File: src/rtl/uerr_pkg.sv
package uerr_pkg;
  localparam int unsigned REG_W = 32;

  localparam int unsigned B_LTE  = 0;
  localparam int unsigned B_DLP  = 4;
  localparam int unsigned B_SDN  = 5;
  localparam int unsigned B_PSN  = 12;
  localparam int unsigned B_FCP  = 13;
  localparam int unsigned B_CTO  = 14;
  localparam int unsigned B_CAB  = 15;
  localparam int unsigned B_UXC  = 16;
  localparam int unsigned B_ROV  = 17;
  localparam int unsigned B_MAL  = 18;
  localparam int unsigned B_ECRC = 19;
  localparam int unsigned B_UNS  = 20;
  localparam int unsigned B_INT  = 22;

  // implemented bits, fatal-by-default bits, header-logging bits
  localparam logic [REG_W-1:0] IMPL_MASK  = 32'h005F_F031;
  localparam logic [REG_W-1:0] FATAL_MASK = 32'h0044_0000;
  localparam logic [REG_W-1:0] HDR_MASK   = 32'h0014_9000;

  typedef struct packed {
    logic dl_proto;
    logic poisoned;
    logic fc_proto;
    logic cpl_tmo;
    logic cpl_abort;
    logic unexp_cpl;
    logic rx_ovf;
    logic malformed;
    logic ecrc;
    logic unsup_req;
  } uerr_evt_t;
endpackage

File: src/rtl/uerr_ltssm_det.sv
module uerr_ltssm_det #(
  parameter int unsigned          STATE_W  = 5,
  parameter logic [STATE_W-1:0]   ST_DET   = 5'h00,
  parameter logic [STATE_W-1:0]   ST_CFG   = 5'h02,
  parameter logic [STATE_W-1:0]   ST_REC   = 5'h04
) (
  input  logic [STATE_W-1:0] cur,
  input  logic [STATE_W-1:0] prev,
  output logic               train_fail
);
  logic into_detect;
  logic from_cfg_rec;

  always_comb begin
    into_detect  = (cur == ST_DET);
    from_cfg_rec = (prev == ST_CFG) || (prev == ST_REC);
    train_fail   = into_detect && from_cfg_rec;
  end
endmodule

File: src/rtl/uerr_event_map.sv
module uerr_event_map
  import uerr_pkg::*;
(
  input  uerr_evt_t          evt,
  input  logic               train_fail,
  input  logic               link_down_evt,
  input  logic               sdown_cap_en,
  input  logic               int_parity_err,
  input  logic               ram_ecc_err,
  input  logic               ext_uncorr_err,
  output logic [REG_W-1:0]   set_vec
);
  always_comb begin
    set_vec         = '0;
    set_vec[B_LTE]  = train_fail;
    set_vec[B_DLP]  = evt.dl_proto;
    set_vec[B_SDN]  = link_down_evt && sdown_cap_en;
    set_vec[B_PSN]  = evt.poisoned;
    set_vec[B_FCP]  = evt.fc_proto;
    set_vec[B_CTO]  = evt.cpl_tmo;
    set_vec[B_CAB]  = evt.cpl_abort;
    set_vec[B_UXC]  = evt.unexp_cpl;
    set_vec[B_ROV]  = evt.rx_ovf;
    set_vec[B_MAL]  = evt.malformed;
    set_vec[B_ECRC] = evt.ecrc;
    set_vec[B_UNS]  = evt.unsup_req;
    set_vec[B_INT]  = int_parity_err || ram_ecc_err || ext_uncorr_err;
  end
endmodule

File: src/rtl/uerr_status_bits.sv
module uerr_status_bits #(
  parameter int unsigned       W    = 32,
  parameter logic [W-1:0]      IMPL = '1
) (
  input  logic         clk,
  input  logic         rst_n,
  input  logic [W-1:0] set_vec,
  input  logic [W-1:0] clr_vec,
  output logic [W-1:0] status_q
);
  // set has priority over a write-1 clear
  always_ff @(posedge clk or negedge rst_n) begin
    if (!rst_n) status_q <= '0;
    else        status_q <= (set_vec | (status_q & ~clr_vec)) & IMPL;
  end
endmodule

File: src/rtl/uerr_hdr_log.sv
module uerr_hdr_log #(
  parameter int unsigned W     = 32,
  parameter int unsigned HDR_W = 128
) (
  input  logic             clk,
  input  logic             rst_n,
  input  logic [W-1:0]     hdr_evt,
  input  logic [W-1:0]     status_q,
  input  logic [W-1:0]     clr_vec,
  input  logic [HDR_W-1:0] hdr_in,
  output logic [HDR_W-1:0] hdr_q,
  output logic             cap_pulse
);
  logic         locked_q;
  logic [W-1:0] cause_q;
  logic         free;

  always_comb begin
    free      = !locked_q || ((status_q & ~clr_vec & cause_q) == '0);
    cap_pulse = free && (|hdr_evt);
  end

  always_ff @(posedge clk or negedge rst_n) begin
    if (!rst_n) begin
      hdr_q    <= '0;
      cause_q  <= '0;
      locked_q <= 1'b0;
    end else if (cap_pulse) begin
      hdr_q    <= hdr_in;
      cause_q  <= hdr_evt;
      locked_q <= 1'b1;
    end else if (free) begin
      locked_q <= 1'b0;
    end
  end
endmodule

File: src/rtl/uerr_regport.sv
module uerr_regport #(
  parameter int unsigned          ADDR_W   = 12,
  parameter int unsigned          W        = 32,
  parameter int unsigned          HDR_W    = 128,
  parameter logic [ADDR_W-1:0]    STAT_OFF = 12'h104,
  parameter logic [ADDR_W-1:0]    HDR_OFF  = 12'h11C,
  parameter logic [W-1:0]         IMPL     = '1
) (
  input  logic              clk,
  input  logic              rst_n,
  input  logic              wr_en,
  input  logic              rd_en,
  input  logic [ADDR_W-1:0] addr,
  input  logic [W-1:0]      wdata,
  input  logic [W-1:0]      status_q,
  input  logic [HDR_W-1:0]  hdr_q,
  output logic [W-1:0]      clr_vec,
  output logic [W-1:0]      rdata,
  output logic              rd_valid
);
  localparam int unsigned HDR_WORDS = HDR_W / W;
  localparam int unsigned BYTES_W   = W / 8;

  logic [HDR_WORDS-1:0] hdr_hit;
  logic [W-1:0]         hdr_word [HDR_WORDS];
  logic [W-1:0]         rd_mux;

  for (genvar gw = 0; gw < HDR_WORDS; gw++) begin : g_hdr_word
    localparam logic [ADDR_W-1:0] WOFF = HDR_OFF + ADDR_W'(gw * BYTES_W);
    assign hdr_hit[gw]  = (addr == WOFF);
    assign hdr_word[gw] = hdr_q[gw*W +: W];
  end

  always_comb begin
    clr_vec = (wr_en && addr == STAT_OFF) ? (wdata & IMPL) : '0;
    rd_mux  = '0;
    if (addr == STAT_OFF) rd_mux = status_q;
    for (int i = 0; i < HDR_WORDS; i++) begin
      if (hdr_hit[i]) rd_mux = hdr_word[i];
    end
  end

  always_ff @(posedge clk or negedge rst_n) begin
    if (!rst_n) begin
      rdata    <= '0;
      rd_valid <= 1'b0;
    end else begin
      rd_valid <= rd_en;
      if (rd_en) rdata <= rd_mux;
    end
  end
endmodule

File: src/rtl/uerr_status_log.sv
module uerr_status_log
  import uerr_pkg::*;
#(
  parameter int unsigned        STATE_W  = 5,
  parameter logic [STATE_W-1:0] ST_DET   = 5'h00,
  parameter logic [STATE_W-1:0] ST_CFG   = 5'h02,
  parameter logic [STATE_W-1:0] ST_REC   = 5'h04,
  parameter int unsigned        HDR_W    = 128,
  parameter int unsigned        ADDR_W   = 12,
  parameter logic [ADDR_W-1:0]  STAT_OFF = 12'h104,
  parameter logic [ADDR_W-1:0]  HDR_OFF  = 12'h11C
) (
  input  logic               clk,
  input  logic               rst_n,
  input  logic [STATE_W-1:0] ltssm_cur,
  input  logic [STATE_W-1:0] ltssm_prev,
  input  logic               link_down_evt,
  input  logic               sdown_cap_en,
  input  logic               dl_proto_err,
  input  logic               poisoned_tlp,
  input  logic               fc_proto_err,
  input  logic               cpl_timeout,
  input  logic               cpl_abort,
  input  logic               unexp_cpl,
  input  logic               rx_overflow,
  input  logic               malformed_tlp,
  input  logic               ecrc_err,
  input  logic               unsup_req,
  input  logic               int_parity_err,
  input  logic               ram_ecc_err,
  input  logic               ext_uncorr_err,
  input  logic [HDR_W-1:0]   tlp_hdr,
  input  logic               reg_wr_en,
  input  logic               reg_rd_en,
  input  logic [ADDR_W-1:0]  reg_addr,
  input  logic [REG_W-1:0]   reg_wdata,
  output logic [REG_W-1:0]   reg_rdata,
  output logic               reg_rd_valid,
  output logic               err_fatal,
  output logic               err_nonfatal
);
  uerr_evt_t        evt;
  logic             train_fail;
  logic [REG_W-1:0] set_vec;
  logic [REG_W-1:0] clr_vec;
  logic [REG_W-1:0] status_q;
  logic [HDR_W-1:0] hdr_q;
  logic             cap_pulse;

  always_comb begin
    evt.dl_proto  = dl_proto_err;
    evt.poisoned  = poisoned_tlp;
    evt.fc_proto  = fc_proto_err;
    evt.cpl_tmo   = cpl_timeout;
    evt.cpl_abort = cpl_abort;
    evt.unexp_cpl = unexp_cpl;
    evt.rx_ovf    = rx_overflow;
    evt.malformed = malformed_tlp;
    evt.ecrc      = ecrc_err;
    evt.unsup_req = unsup_req;
  end

  uerr_ltssm_det #(
    .STATE_W(STATE_W), .ST_DET(ST_DET), .ST_CFG(ST_CFG), .ST_REC(ST_REC)
  ) u_ltssm (
    .cur(ltssm_cur), .prev(ltssm_prev), .train_fail(train_fail)
  );

  uerr_event_map u_map (
    .evt(evt), .train_fail(train_fail), .link_down_evt(link_down_evt),
    .sdown_cap_en(sdown_cap_en), .int_parity_err(int_parity_err),
    .ram_ecc_err(ram_ecc_err), .ext_uncorr_err(ext_uncorr_err),
    .set_vec(set_vec)
  );

  uerr_status_bits #(.W(REG_W), .IMPL(IMPL_MASK)) u_bits (
    .clk(clk), .rst_n(rst_n), .set_vec(set_vec), .clr_vec(clr_vec),
    .status_q(status_q)
  );

  uerr_hdr_log #(.W(REG_W), .HDR_W(HDR_W)) u_hdr (
    .clk(clk), .rst_n(rst_n), .hdr_evt(set_vec & HDR_MASK),
    .status_q(status_q), .clr_vec(clr_vec), .hdr_in(tlp_hdr),
    .hdr_q(hdr_q), .cap_pulse(cap_pulse)
  );

  uerr_regport #(
    .ADDR_W(ADDR_W), .W(REG_W), .HDR_W(HDR_W),
    .STAT_OFF(STAT_OFF), .HDR_OFF(HDR_OFF), .IMPL(IMPL_MASK)
  ) u_port (
    .clk(clk), .rst_n(rst_n), .wr_en(reg_wr_en), .rd_en(reg_rd_en),
    .addr(reg_addr), .wdata(reg_wdata), .status_q(status_q), .hdr_q(hdr_q),
    .clr_vec(clr_vec), .rdata(reg_rdata), .rd_valid(reg_rd_valid)
  );

  always_comb begin
    err_fatal    = |(status_q & FATAL_MASK);
    err_nonfatal = |(status_q & IMPL_MASK & ~FATAL_MASK);
  end
endmodule

File: config.mk
export PLATFORM = sky130hd
export DESIGN_NAME = uerr_status_log
export DESIGN_NICKNAME = d
export VERILOG_FILES = /design/src/rtl/uerr_pkg.sv /design/src/rtl/uerr_ltssm_det.sv /design/src/rtl/uerr_event_map.sv /design/src/rtl/uerr_status_bits.sv /design/src/rtl/uerr_hdr_log.sv /design/src/rtl/uerr_regport.sv /design/src/rtl/uerr_status_log.sv
export SDC_FILE = /design/constraint.sdc
export NUM_CORES = 1
export LEC_CHECK = 0
export BUFFER_PORTS_ARGS = -buffer_cell sky130_fd_sc_hd__buf_2
export CAP_MARGIN = 20
export CORE_MARGIN = 2
export CORE_UTILIZATION = 50
export CTS_CLUSTER_DIAMETER = 150
export DETAILED_ROUTE_END_ITERATION = 16
export MAX_ROUTING_LAYER = met4
export PLACE_DENSITY = 0.73
export SLEW_MARGIN = 20
export SYNTH_ARGS = -nofsm -noshare
export SYNTH_HDL_FRONTEND = slang
export SYNTH_HIERARCHICAL = 1
export SYNTH_SLANG_ARGS = --single-unit
File: constraint.sdc
create_clock -name clk -period 2.55 [get_ports clk]
set_input_delay 0.51 -clock clk [delete_from_list [all_inputs] [get_ports clk]]
set_output_delay 0.51 -clock clk [all_outputs]
set_load 0.02 [all_outputs]
## After elaboration in Yosys (flattened, before gate mapping)

Index checks and enable logic that the tools add are counted.

- Eq/ne operators: 7
- Multiplexer cells: 8
- Bitwise operators: 4
- Reductions and logical operators: 15

Operator list:

| cell | number |
|---|---|
| 2-to-1 mux 32 bit | 4 |
| equality test 12 x 9 -> 1 bit, second input constant | 5 |
| 2-to-1 mux 23 bit | 2 |
| bitwise AND 23 x 32 -> 32 bit | 1 |
| bitwise AND 32 x 21 -> 32 bit | 1 |
| zero test 32 bit | 1 |
| NOT 32 bit | 1 |
| OR 23 bit | 1 |
| OR reduction 11 bit | 1 |
| equality test 5 x 2 -> 1 bit, second input constant | 1 |
| equality test 5 x 3 -> 1 bit, second input constant | 1 |
| zero test 5 bit | 1 |
| logical AND 1 bit | 4 |
| logical OR 1 bit | 4 |
| OR reduction 4 bit | 1 |
| 2-to-1 mux 1 bit | 2 |
| nonzero test 2 bit | 1 |
| OR reduction 2 bit | 1 |
| zero test 1 bit | 1 |

- Register bits after elaboration: 179
- Input port bits: 201
- Output and inout port bits: 35

## Depth between registers and ports, before layout

- Depth after elaboration: 10
- Gate-level depth with buffers: 15
- Depth with buffers taken out: 10

## By module

Netlist, hierarchy kept.

Modules (own cells, without submodules):

| module | times used | cells an instance | area an instance (µm²) | sequential area each (µm²) |
|---|---|---|---|---|
| uerr_hdr_log | 1 | 973 | 8792.2 | 4028.9 |
| uerr_regport | 1 | 375 | 3050.4 | 825.8 |
| uerr_status_bits | 1 | 59 | 618.1 | 325.3 |
| uerr_event_map | 1 | 33 | 241.5 | 0.0 |
| uerr_status_log | 1 | 6 | 32.5 | 0.0 |
| uerr_ltssm_det | 1 | 4 | 27.5 | 0.0 |

## Worst setup path after synthesis

OpenSTA, ideal clock, no wires.

- Path type: input-to-reg
- Start point: in reg_addr[4]
- End point: reg u_hdr.hdr_q[79]
- Setup time: 0.087 ns
- Arrival: 3.069 ns
- Data required time: 2.463 ns
- Path slack: -0.606 ns
- Cell stages on the path: 14
- Cell sequence: or3_1 -> nor3_4 -> buf_6 -> and3_1 -> buf_4 -> and2_1 -> o22ai_1 -> nor4_1 -> nand2_1 -> o21a_1 -> buf_2 -> buf_6 -> buf_6 -> o211ai_1

- Longest elaborated chain between the ends: 9

Ends and longest elaborated chain:

| element | RTL line | RTL |
|---|---|---|
| start, declared | uerr_status_log.sv:35 | `input logic [ADDR_W-1:0] reg_addr,` |
| equality test 12 x 9 -> 1 bit | uerr_regport.sv:35 | `clr_vec = (wr_en && addr == STAT_OFF) ? (wdata & IMPL) : '0;` |
| logical AND 1 bit | uerr_regport.sv:35 |  |
| 2-to-1 mux 23 bit | uerr_regport.sv:35 |  |
| net clr_vec[13] | uerr_status_log.sv:45 | `logic [REG_W-1:0] clr_vec;` |
| NOT 32 bit | uerr_hdr_log.sv:19 | `free = !locked_q \|\| ((status_q & ~clr_vec & cause_q) == '0);` |
| bitwise AND 23 x 32 -> 32 bit | uerr_hdr_log.sv:19 |  |
| bitwise AND 32 x 21 -> 32 bit | uerr_hdr_log.sv:19 |  |
| zero test 32 bit | uerr_hdr_log.sv:19 |  |
| logical OR 1 bit | uerr_hdr_log.sv:19 |  |
| logical AND 1 bit | uerr_hdr_log.sv:20 | `cap_pulse = free && (\|hdr_evt);` |
| end signal, assigned | uerr_hdr_log.sv:29 | `hdr_q <= hdr_in;` |
| end, declared | uerr_hdr_log.sv:11 | `output logic [HDR_W-1:0] hdr_q,` |

The timed path passes the listed nets, and every way through them passes these cells.
A chain may end at the register's enable or synchronous reset.

## Final worst setup path

- Start point: in reg_addr[4]
- End point: reg u_hdr.hdr_q[42]

The elaborated chain is that of the path after synthesis.

==> out/summary.txt <==
run status - complete, but fails checks
number of buffers and inverters on the critical path - 4
type of the setup path with the least slack - in2reg
core box area - 25000 µm²
routability congestion estimate from global placement - 0.964
count of boundary I/O pins - 236
area occupied by multi-input gates - 6750 µm²
worst min-delay path category - in2reg
stages on the worst setup path - 13
FF+latch area - 5180 µm²
number of vias in the routed layout - 12.3k
sequential power share - 45.6%
CP Data Arrival Time - 3.08 ns
share of total power in the clock network - 44.4%
count of synthesis-stage warnings from yosys - 6
Max stage delay cell, worst path - sky130_fd_sc_hd__or3_4
post-detailed-route DRC marker count - 0
gr ovfl total - 0
Netlist Area Pre-Place - 12600 µm²
minimum clock period - 2.63 ns
hpwl dp - 28300 µm
buffers added on ports - 216
internal portion of total power - 5.81 mW
crit path max fanout - 14
depth of the CTS H-tree - 1
timing-limited maximum frequency - 380 MHz
chip width - 163 µm
P&R area growth vs syn - 22.9%
number of max-cap violations - 0
setup-violating endpoint count in the final report - 135
final count of pins violating max slew - 0
diode count - 0
die area - 26500 µm²
transition time of the tightest slew-check pin - 0.601 ns
clock root buffer - sky130_fd_sc_hd__clkbuf_16
pre-CTS worst setup slack - -0.612 ns
switching part of the total power - 25.7%
TritonCTS Buffers - 24
wire length of the first global-routing pass - 63800 µm
number of global-route vias before repair - 11.3k
delay of the slowest cell on the worst path - 0.38 ns
Largest delay share family, worst path - simple AND/OR/NAND/NOR gates
relative slew slack - 59.9%
DRT Wirelength - 43000 µm
detail-routed via count per cell - 6.11
required time of the worst setup path - 3.00 ns
first-pass iteration count of the detailed router - 6
Max Clock Skew - 0.0278 ns
type of origin of the critical path - input pin
power per cell area - 504 nW/µm²
count of endpoints failing hold in the final timing report - 0
initial detailed-routing violation count - 1394
Clock transition at path regs - 0.06 ns
initial standard-cell utilization of the core - 50.5%
worst-case setup margin in the final layout - -0.0799 ns
chip height - 163 µm
cells on worst reg2reg path - 8
Hold Path Cell Cnt - 2
final-layout fill cell count - 2128
TritonCTS clock tree - built
initial antenna violation count - 0
Longest Clk Path Bufs - 3
Clock Latency Late Sink - 0.54 ns
failing checks - negative setup slack
final standard cell utilization of the core - 62.1%
critical path cell sequence - buf_6 -> or3_4 -> nor3_4 -> buf_6 -> and3_4 -> and2_4 -> o22ai_2 -> nor4_2 -> buf_4 -> nand2_8 -> o21a_4 -> buf_8 -> o211ai_1
Post-Synthesis Cells - 1429
element type at the critical path end - register
final total negative setup slack - -4.62 ns
Gate power share - 10.0%
P_leak - 6.58 nW
clock sink count - 207
peak ir drop on the vdd network - 0.493 mV
share of post-route cells with drive strength above 1 - 27.1%
Mean Syn Cell Area - 8.83 µm²
row count - 58
switching power summed over all nets - 2.01 mW
share of the clock period used by the worst path - 103%
maximum number of pins on one net before global-route repair - 87
number of nets still failing antenna checks after routing - 0
most frequent cell on the critical path - sky130_fd_sc_hd__buf_6
number of nets in the layout - 1866
RSZ-0062 raised after global routing - yes
Total Routing Usage GR - 31.6%
average wire per standard cell - 21.4 µm
==> flip-flops by register name, summed over array words and instances (netlist names) <==
name	cells
u_hdr/cause_q	32
u_hdr/locked_q	1
u_bits/status_q	13
u_port/rdata	32
u_port/rd_valid	1
u_hdr/hdr_q	128
==> final timing paths <==
check / from / endpoint / slack [ns]
max: reg_addr[4] / u_hdr/hdr_q[42] / -0.08
min: rx_overflow / u_bits/status_q[17] / 0.18
max reg2reg: u_bits/status_q[5] / u_hdr/hdr_q[42] / 0.57
min reg2reg: u_hdr/cause_q[24] / u_hdr/cause_q[24] / 0.53
max in group asynchronous: rst_n / u_hdr/hdr_q[43] / 1.30
min in group asynchronous: rst_n / u_hdr/hdr_q[107] / 0.52
==> placed cells by master, fill, tap and decap left out, types with 10 or more instances in the layout <==
master	count
sky130_fd_sc_hd__a21o_1	13
sky130_fd_sc_hd__a22oi_1	29
sky130_fd_sc_hd__a31oi_1	29
sky130_fd_sc_hd__buf_12	20
sky130_fd_sc_hd__buf_2	213
sky130_fd_sc_hd__buf_4	55
sky130_fd_sc_hd__clkbuf_16	31
sky130_fd_sc_hd__conb_1	94
sky130_fd_sc_hd__dfrtp_1	206
sky130_fd_sc_hd__inv_1	45
sky130_fd_sc_hd__nand2_1	323
sky130_fd_sc_hd__nor2_1	35
sky130_fd_sc_hd__nor2b_1	32
sky130_fd_sc_hd__nor4_1	12
sky130_fd_sc_hd__o211ai_1	247
sky130_fd_sc_hd__o211ai_2	73
sky130_fd_sc_hd__o21a_1	29
sky130_fd_sc_hd__o21ai_0	33
sky130_fd_sc_hd__o21ai_1	19
sky130_fd_sc_hd__o21ai_2	10
sky130_fd_sc_hd__o22a_1	29
sky130_fd_sc_hd__o22ai_1	13
==> layout make-up <==
cell class | count | area share (%)
multi-input cells | 1081 | 43.6
flip-flops and latches | 207 | 33.5
repair buffers | 306 | 14.2
clock buffers | 34 | 4.38
well taps | 330 | 2.66
inverters | 45 | 1.09
clock inverters | 7 | 0.638
==> repair_timing <==
action | in CTS | in global routing
pin swaps | 3 | 70
cloned | 1 | 11
resized for setup | 3 | 24
hold endpoints to repair | 46 | 0
hold buffers | 1 | 0
setup buffers | 1 | 14
endpoints found under the setup margin | 112 | 161
==> routing by layer <==
metal / GRT usage, % / wire [µm] / vias to the layer above
li1: - / - / 5533
met1: 44.3 / 17700 / 5938
met2: 45.6 / 19100 / 696
met3: 6.54 / 4420 / 114
met4: 11.0 / 1800 / 0
met5: - / 0 / -
==> power by group through the flow <==
| stage | combinational, mW | clock [mW] | sequential (mW) |
|---|---|---|---|
| 5_1_grt | 0.861 | 3.63 | 3.58 |
| 2_1_floorplan | 0.448 | 0 | 3.57 |
| 4_1_cts | 0.749 | 3.47 | 3.56 |
| 3_3_place_gp | 0.724 | 0 | 3.61 |
| 3_5_place_dp | 0.743 | 0 | 3.61 |
| 6_report | 0.780 | 3.47 | 3.56 |
==> metrics by stage <==
stage | instances | area [µm²] | power [mW] | hold slack (ns)
2_1_floorplan | 1520 | 13100 | 4.01 | 0.214
6_report | 2010 | 15500 | 7.81 | 0.178
3_3_place_gp | 1941 | 14200 | 4.33 | 0.503
3_5_place_dp | 1941 | 14200 | 4.36 | 0.513
5_1_grt | 2010 | 15500 | 8.07 | 0.182
4_1_cts | 1985 | 15000 | 7.78 | 0.169
Note: power is estimated with default switching activity, not from simulation.
